File: src/rtl/adc_seq_ctrl.sv
module adc_seq_ctrl #(
  parameter int RES_W    = 10,
  parameter int PSC_W    = 3,
  parameter int NORM_LEN = 13,
  parameter int INIT_LEN = 25
) (
  input  logic             clk,
  input  logic             rst_n,
  input  logic             reg_we,
  input  logic [7:0]       reg_wdata,
  output logic [7:0]       reg_rdata,
  input  logic             trig_in,
  input  logic             irq_ack,
  input  logic             gie,
  input  logic [RES_W-1:0] conv_data,
  output logic [RES_W-1:0] result,
  output logic             irq
);
  localparam int DIV_W = (1 << PSC_W) - 1;
  localparam int CNT_W = $clog2(INIT_LEN + 1);

  logic             en, busy, ate, flag, ie, fresh, long_q, trig_q;
  logic [PSC_W-1:0] ps;
  logic [DIV_W-1:0] pcnt, plim;
  logic [CNT_W-1:0] ccnt, last_idx;
  logic             en_nx, tick, sw_go, hw_go, go, fresh_now, done;

  assign en_nx     = reg_we ? reg_wdata[7] : en;
  assign plim      = (ps == '0) ? DIV_W'(1) : DIV_W'((1 << ps) - 1);
  assign tick      = en & (pcnt >= plim);
  assign sw_go     = reg_we & reg_wdata[7] & reg_wdata[6];
  assign hw_go     = ate & en & trig_in & ~trig_q;
  assign go        = (sw_go | hw_go) & ~busy & en_nx;
  assign fresh_now = fresh | (reg_we & reg_wdata[7] & ~en);
  assign last_idx  = long_q ? CNT_W'(INIT_LEN - 1) : CNT_W'(NORM_LEN - 1);
  assign done      = busy & tick & (ccnt == last_idx) & en_nx;

  assign reg_rdata = {en, busy, ate, flag, ie, ps};
  assign irq       = flag & ie & gie;

  always_ff @(posedge clk) begin
    if (!rst_n) begin
      en <= 1'b0; ate <= 1'b0; ie <= 1'b0; ps <= '0;
    end else if (reg_we) begin
      en  <= reg_wdata[7];
      ate <= reg_wdata[5];
      ie  <= reg_wdata[3];
      ps  <= reg_wdata[PSC_W-1:0];
    end
  end

  always_ff @(posedge clk) begin
    if (!rst_n || !en || tick) pcnt <= '0;
    else                       pcnt <= pcnt + 1'b1;
  end

  always_ff @(posedge clk) begin
    if (!rst_n) trig_q <= 1'b0;
    else        trig_q <= trig_in;
  end

  always_ff @(posedge clk) begin
    if (!rst_n) begin
      busy <= 1'b0; ccnt <= '0; long_q <= 1'b0; fresh <= 1'b0;
    end else begin
      if (go)                          fresh <= 1'b0;
      else if (reg_we && reg_wdata[7] && !en) fresh <= 1'b1;
      if (!en_nx) begin
        busy <= 1'b0;
        ccnt <= '0;
      end else if (go) begin
        busy   <= 1'b1;
        ccnt   <= '0;
        long_q <= fresh_now;
      end else if (busy && tick) begin
        if (ccnt == last_idx) busy <= 1'b0;
        else                  ccnt <= ccnt + 1'b1;
      end
    end
  end

  always_ff @(posedge clk) begin
    if (!rst_n) begin
      flag   <= 1'b0;
      result <= '0;
    end else if (done) begin
      flag   <= 1'b1;
      result <= conv_data;
    end else if (irq_ack || (reg_we && reg_wdata[4])) begin
      flag <= 1'b0;
    end
  end
endmodule

File: config.mk
export PLATFORM = sky130hd
export DESIGN_NAME = adc_seq_ctrl
export DESIGN_NICKNAME = d
export VERILOG_FILES = /design/src/rtl/adc_seq_ctrl.sv
export SDC_FILE = /design/constraint.sdc
export NUM_CORES = 1
export LEC_CHECK = 0
export BUFFER_PORTS_ARGS = -buffer_cell sky130_fd_sc_hd__clkbuf_2
export CORE_ASPECT_RATIO = 0.7
export CORE_UTILIZATION = 34
export DETAILED_ROUTE_END_ITERATION = 16
export GPL_TIMING_DRIVEN = 0
export HOLD_SLACK_MARGIN = 0.15
export PLACE_DENSITY = 0.62
export RECOVER_POWER = 100
export SETUP_SLACK_MARGIN = 0.1
export SYNTH_ARGS = -nofsm -noshare
export SYNTH_HDL_FRONTEND = slang
export SYNTH_SLANG_ARGS = --single-unit
File: constraint.sdc
create_clock -name clk -period 3.05 [get_ports clk]
set_input_delay 0.305 -clock clk [delete_from_list [all_inputs] [get_ports clk]]
set_output_delay 0.305 -clock clk [all_outputs]
set_load 0.02 [all_outputs]
==> metrics.cfg, run 1 <==
[synth]
ys_types=32
synth_fp_nets=206
synth_area_per_cell_sq_um=9.05
synth_compound_area_share_pct=10.2
yosysWarnings=0
synth_seq_cells=33
synthMuxAreaShare_pct=11.0
synth_xor_area_share_pct=3.36
synth_simple_gate_area_share_pct=20.1
synthAdderAreaFrac_pct=7.19
synth_top_family_by_area=simple AND/OR/NAND/NOR gates
yosys.area.top_type=dfxtp_1
syn_inst=173
netlist_area_sq_um=1570
synthTopCellsByArea=dfxtp_1 42%, mux2i_1 10%, ha_1 7.2%, nand2_1 6.5%, a21oi_1 2.9%
ys_seq_area_share_pct=42.2
synthDominantCellAreaShare_pct=42.2

[detailed_routing]
drc_errors=0
routedWlPerCell_um=11.2
ant_nets=0
drtPass1Iterations=4
drt_iter0_drc=67
wirelength_um=3100
vias=1281
avgViaCountPerCell=4.64

[placement]
place_area_sq_um=1840
dp_cells=269
gp_congestion=0.739
dp_hpwl_um=2370
pre_cts_ws_ns=0.832
port_buffers=41

[die]
core-area_sq_um=4380
row_count=20
die_height_um=58.8
die-area_sq_um=4880
initial_core_util_pct=35.7
dieWidth_um=83.1
io_pins=43

[worst_setup_path]
slowest_delay_ns=0.46
critPathArrivalTime_ns=2.67
crit_required_ns=3.26
crit_slowest_cell=dfxtp_1
start_kind=flop
cp_num_buf_inv=1
path_max_fanout=10
crit_start=ps[2]
worstSetupEndpointType=flop
path_delay_family=simple AND/OR/NAND/NOR gates
r2r-start=ps[2]
path_cells=nand3_1 -> ha_1 -> nand2_1 -> nor4_1 -> nor2_1 -> nor3_1 -> clkbuf_2 -> mux2i_1
rrSetupSlack_ns=0.58
r2r_cells=8
setup.worst_path.class=reg2reg
path_depth=8
endpoint=result[2]
r2r_end=result[2]

[cts]
postCtsResizedCells=0
cts_made_buffers=5
post_cts_buffers=0
cts-root-buf=clkbuf_8
clk_pin_slew_worst_paths_ns=0.06
clock-sinks=33
cts_buffer_depth=2
cts_hold_buffers=0
insertion_delay_ns=0.28
cts_tree=done
htree_num_levels=2

[power]
power.static_leakage_nw=0.763
power_density_nw_per_um2=447
p_total_mw=0.840
irDropWorstVdd_uv=211

[global_routing]
grt_max_degree=11
grt_pass1_wl_um=5430
track_usage_pct=14.1
grt_pass1_vias=1241
antenna_found_initial=0
overflow=0

[sta]
postLayoutSetupSlackWorst_ns=0.582
setup_viol=0
max_slew_margin_pct=54.9
setup-tns-final_ns=0
post-route-period-util_pct=80.9
worstMarginPinSlew_ns=0.677
min_period_ns=2.47
fin_skew_ns=0.00398
hold_violations=0
slew_viol_final=0
max_freq_ghz=0.405
rsz0062_at_grt=false

[final_layout]
seqCellArea_sq_um=661
final_nets=254
fin_cells=276
multi_input_area_sq_um=792
n_antenna_cell=0
stdcell_area_sq_um=1880
drive_gt1_share_pct=16.3
syn_to_final_growth_pct=20.1
fillCellCount=454

[run_status]
outcome=finished, final reports clean

[worst_hold_path]
hold_class=in2reg

[flow_run]
drv_cap=0

## through the flow
step / hold WS, ns / utilization, %
after global placement: 0.442 / 42.0
final: 0.250 / 42.9
after CTS: 0.241 / 44.0
after floorplan: 0.427 / -
after global routing: 0.238 / 42.9
after detailed placement: 0.449 / 42.0
## cells in the final DEF (no fill, tap or decap), types with 9 or more instances in the layout
cell and n:
ha_1 9, inv_1 9, nand3_1 9, a21oi_1 9
dfxtp_1 33, nand2_1 27, clkbuf_1 24, mux2i_1 16
clkbuf_2 22, nor2_1 12
## synthesized netlist by cell type
| cell type | count |
|---|---|
| mux2i_1 | 16 |
| nor2b_1 | 5 |
| o21ai_0 | 6 |
| o31ai_1 | 1 |
| buf_2 | 1 |
| a211oi_1 | 2 |
| xor2_1 | 2 |
| or3_1 | 3 |
| nor3_2 | 1 |
| dfxtp_1 | 33 |
| and3b_1 | 1 |
| and3_1 | 3 |
| nand3_1 | 9 |
| o21a_1 | 1 |
| inv_1 | 9 |
| nor4_2 | 1 |
| nor2_1 | 12 |
| clkbuf_1 | 3 |
| nand2_1 | 27 |
| a21o_1 | 1 |
| nand4b_1 | 1 |
| o211ai_2 | 1 |
| and2_1 | 1 |
| nor3b_1 | 1 |
| o2111ai_2 | 1 |
| a21oi_1 | 9 |
| buf_4 | 6 |
| a31o_2 | 1 |
| ha_1 | 9 |
| mux2_2 | 1 |
| xnor2_1 | 4 |
| o311a_1 | 1 |
## final cells by class
cell class / count / area share, %
inverter: 9 / 1.80
clock buffer: 7 / 4.59
buffer: 10 / 3.13
timing repair buffer: 41 / 9.58
sequential: 33 / 35.1
tap: 55 / 3.66
multi-input combinational: 121 / 42.1
## worst min-delay path by stage
stage	start	endpoint	slack [ns]	cells after the start
after global placement	result[9]	result[9]	0.44	2
after global routing	trig_in	trig_q	0.24	2
after detailed placement	result[7]	result[7]	0.45	2
after floorplan	pcnt[0]	pcnt[0]	0.43	1
after CTS	trig_in	trig_q	0.24	2
final	conv_data[0]	result[0]	0.25	3
## registers in the layout (all words and copies together) (netlist names)
register,count
ate,1
busy,1
ccnt,5
en,1
flag,1
fresh,1
ie,1
long_q,1
pcnt,7
ps,3
result,10
trig_q,1
## cell families (layout without fill, tap and decap cells)
| kind of cell | count (synthesis) | in the layout |
|---|---|---|
| buffers and inverters | 19 | 67 |
| AO/OA/AOI/OAI | 24 | 24 |
| multiplexers | 17 | 17 |
| flip-flops | 33 | 33 |
| XOR/XNOR | 6 | 6 |
| adder cells (fa/ha/maj) | 9 | 9 |
| AND/OR/NAND/NOR | 65 | 65 |
## routing by layer
layer | vias up | GRT usage [%] | wire [um]
li1 | 681 | - | -
met1 | 562 | 18.2 | 1650
met2 | 36 | 21.5 | 1230
met3 | 2 | 6.17 | 212
met4 | 0 | 3.69 | 14
met5 | - | 0 | 0
## report_power, final
| group | internal (mW) | leakage, nW | switching (mW) |
|---|---|---|---|
| Sequential | 0.439 | 0.268 | 0.00840 |
| Combinational | 0.0310 | 0.451 | 0.0379 |
| Clock | 0.179 | 0.0443 | 0.145 |
| Total | 0.648 | 0.763 | 0.191 |
## tightest hold or removal path, stage by stage
cell and delay [ns]:
clkbuf_2 0.08, nand2_1 0.04, mux2i_1 0.05
Power figures use the tool's default switching activity.
==> run 2, diff against run 1 <==
--- a/config.mk
+++ b/config.mk
@@ -5,13 +5,14 @@
 export SDC_FILE = /design/constraint.sdc
 export NUM_CORES = 1
 export LEC_CHECK = 0
+export ABC_AREA = 1
 export BUFFER_PORTS_ARGS = -buffer_cell sky130_fd_sc_hd__clkbuf_2
 export CORE_ASPECT_RATIO = 0.7
 export CORE_UTILIZATION = 34
 export DETAILED_ROUTE_END_ITERATION = 16
 export GPL_TIMING_DRIVEN = 0
 export HOLD_SLACK_MARGIN = 0.15
-export PLACE_DENSITY = 0.62
+export PLACE_DENSITY = 0.64
 export RECOVER_POWER = 100
 export SETUP_SLACK_MARGIN = 0.1
 export SYNTH_ARGS = -nofsm -noshare
==> constraint.sdc (replaced) <==
create_clock -name clk -period 2.15 [get_ports clk]
set_input_delay 0.215 -clock clk [delete_from_list [all_inputs] [get_ports clk]]
set_output_delay 0.215 -clock clk [all_outputs]
set_load 0.02 [all_outputs]
==> run 2 against run 1 <==
Net effect: register-to-register slack lost 0.33 ns; wire length grew 9.7%; synthesized cell count grew 29%; worst setup slack lost 0.33 ns; hold slack lost 0.094 ns; via count grew 13%; count of clock-buffer cells in the layout grew 1; flip-flop and latch count is the same; critical path type unchanged; critical endpoint is now result[1].
==> metrics.cfg, run 2 <==
[global_routing]
grt_max_degree=11  ; unchanged
antenna_found_initial=0  ; unchanged
overflow=0  ; unchanged
track_usage_pct=15.0  ; +0.92 points
grt_pass1_vias=1255  ; +1.1%
grt_pass1_wl_um=5820  ; +7.2%

[sta]
min_period_ns=1.89  ; -0.574 ns
hold_violations=0  ; unchanged
max_freq_ghz=0.528  ; +30%
setup_viol=0  ; unchanged
rsz0062_at_grt=true
slew_viol_final=0  ; unchanged
fin_skew_ns=0.00487  ; +0.000887 ns
setup-tns-final_ns=0  ; unchanged
post-route-period-util_pct=88.1  ; +7.2 points
worstMarginPinSlew_ns=0.326  ; -0.351 ns
max_slew_margin_pct=78.2  ; +23 points

[detailed_routing]
drc_errors=0  ; unchanged
drt_iter0_drc=138  ; +110%
vias=1452  ; +13%
drtPass1Iterations=4  ; unchanged
routedWlPerCell_um=10.2  ; -9.1%
ant_nets=0  ; unchanged
avgViaCountPerCell=4.36  ; -6.1%
wirelength_um=3410  ; +9.7%

[power]
power_density_nw_per_um2=586  ; +31%
comb_power_share_pct=8.3  ; about the same
p_total_mw=1.17  ; +40%
power.internal_mw=0.898  ; +38%
p_sw_share_pct=23.6  ; +0.80 points
power.share.clock_pct=37.7  ; -0.8 points
power.static_leakage_nw=0.953  ; +25%
switchingPower_mw=0.277  ; +45%
irDropWorstVdd_uv=335  ; +59%
power_frac_seq_pct=54.0  ; +0.8 points

[placement]
gp_congestion=0.837  ; +13%
port_buffers=42  ; +2.4%
dp_cells=321  ; +19%
dp_hpwl_um=2610  ; +9.9%

[worst_setup_path]
setup.worst_path.class=reg2reg
rrSetupSlack_ns=0.26  ; -0.33 ns
critPathArrivalTime_ns=2.08  ; -0.59 ns
start_kind=flop
r2r_end=result[1]
path_max_fanout=10  ; unchanged
r2r_cells=11  ; +3
crit_required_ns=2.33  ; -0.93 ns
r2r-start=ps[0]
worstSetupEndpointType=flop

[final_layout]
reg_top3=result (10), pcnt (7), ccnt (5)
syn_to_final_growth_pct=21.8
top_register=result
final_nets=310  ; +22%
final_cell_mix=50 x nand2_1, 40 x nor2_1, 31 x dfxtp_1, 27 x inv_1, 23 x clkbuf_1
layout_commonest_cell=nand2_1
fin_cells=333  ; +21%
largest_reg_flops=10  ; unchanged
n_antenna_cell=0  ; unchanged
drive_gt1_share_pct=15.8  ; -0.46 points

[synth]
yosysWarnings=0  ; unchanged
ys_top_cells_by_count=49 x nand2_1, 40 x nor2_1, 33 x dfxtp_1
yosysMostFrequentCell=nand2_1
ys_types=25  ; -22%
synth_ff_type=dfxtp_1
synth_edf_count=0  ; unchanged
ys_async_sr_fraction_pct=0  ; unchanged
yosys.area.top_type=dfxtp_1
ys_seq_area_share_pct=40.2  ; -2.1 points
netlist_area_sq_um=1650  ; +5.1%
synth_fp_nets=257  ; +25%
synthTopCellsByArea=dfxtp_1 40%, nand2_1 11%, nor2_1 9.1%, ha_1 6.8%, inv_1 6.2%
syn_inst=224  ; +29%
synth_area_per_cell_sq_um=7.35  ; -19%
synth_seq_cells=33  ; unchanged
synthDominantCellAreaShare_pct=40.2  ; -2.1 points

[die]
core-area_sq_um=4480  ; +2.3%
die_height_um=60.2  ; +2.4%
die-area_sq_um=5130  ; +5.0%
row_count=20  ; unchanged
dieWidth_um=85.1  ; +2.5%
initial_core_util_pct=36.7  ; +0.99 points
io_pins=43  ; unchanged

[flow_run]
drv_cap=0  ; unchanged

[worst_hold_path]
hold_end=ps[1]
holdCritStartpoint=reg_wdata[1]
min_path_cells=3  ; unchanged
hold_class=in2reg

[cts]
insertion_delay_ns=0.28  ; about the same
clock-sinks=33  ; unchanged
clk_pin_slew_worst_paths_ns=0.06  ; about the same
htree_num_levels=2  ; unchanged
cts-root-buf=clkbuf_8
post_cts_buffers=0  ; unchanged
cts_tree=done
cts_made_buffers=5  ; unchanged
cts_buffer_depth=2  ; unchanged

[run_status]
outcome=finished, final reports clean

==> run 2: changes by cell type in the layout (fill, tap and decap cells not counted), moves of 4 or more <==
cell           previous run  this run
nor2_1                   12        40
nand2_1                  27        50
inv_1                     9        27
mux2i_1                  16         0
nand4_1                   0         7
nor2b_1                   5         0
dlygate4sd3_1             0         4
==> run 2: repair_timing <==
action | in CTS | in global routing
resized for setup | 0 | 3
endpoints found under the setup margin | 0 | 15
hold buffers | 4 | 0
hold endpoints to repair | 4 | 0
==> run 2: layer usage <==
| layer | global-route usage, % | wire, um | vias to the layer above | part of all wire (%) |
|---|---|---|---|---|
| met5 | 0 | 0 | - | 0 |
| met4 | 6.54 | 59 | 0 | 1.7 |
| met3 | 3.87 | 139 | 5 | 4.1 |
| met2 | 21.0 | 1300 | 32 | 38 |
| met1 | 21.5 | 1900 | 613 | 56 |
| li1 | - | - | 802 | - |
==> run 2: per-stage QoR <==
step	worst slack (ns)	hold slack, ns	util [%]	cell area [sq um]
2_1_floorplan	0.348	0.308	-	1650
3_3_place_gp	0.289	0.418	43.0	1920
3_5_place_dp	0.265	0.435	43.0	1920
4_1_cts	0.255	0.151	45.6	2040
5_1_grt	0.0350	0.164	44.7	2000
6_report	0.255	0.156	44.7	2000
==> run 2: how the worst max path moves through the flow <==
stage | from | to | slack (ns) | cells after the start
floorplan | ps[2] | result[2] | 0.35 | 11
global placement | ps[1] | ccnt[1] | 0.29 | 10
detailed placement | ps[1] | ccnt[1] | 0.27 | 10
CTS | ps[1] | ccnt[1] | 0.26 | 10
global route | ps[0] | result[6] | 0.04 | 11
finish | ps[0] | result[1] | 0.26 | 11
==> run 2: final cells by class <==
type	count	area, sq um
Buffer	9	85.1
Clock buffer	8	80.1
Fill cell	462	2470
Inverter	29	109
Multi-Input combinational cell	153	773
Sequential cell	33	663
Tap cell	55	68.8
Timing Repair Buffer	46	225
==> run 2: cell families (layout without fill, tap and decap cells) <==
logic type / Yosys count / after routing / share of synthesized area [%]
xor gates and xnor gates: 6 / 6 / 3.19
AOI/OAI and AO/OA: 21 / 21 / 6.69
DFF: 33 / 33 / 40.2
and+or+nand+nor: 117 / 117 / 31.3
buffers and inverters: 38 / 92 / 11.8
adders and majority gates: 9 / 9 / 6.84
==> run 2: power groups by stage <==
stage | sequential, mW | combinational [mW] | clock [mW]
finish | 0.635 | 0.0972 | 0.443
global placement | 0.647 | 0.0948 | 0
floorplan | 0.650 | 0.0504 | 0
detailed placement | 0.648 | 0.0953 | 0
CTS | 0.634 | 0.102 | 0.457
global route | 0.636 | 0.109 | 0.479
==> run 2: worst max-delay path, cell delays in order, from the launching register on <==
cell and delay (ns):
dfxtp_1 0.40, nand3_1 0.11, ha_1 0.29, nand2_1 0.10
inv_1 0.04, a21oi_1 0.20, nand2_2 0.15, nand4_1 0.18
buf_6 0.17, nand2_1 0.06, nand2_1 0.05, nor2_1 0.03
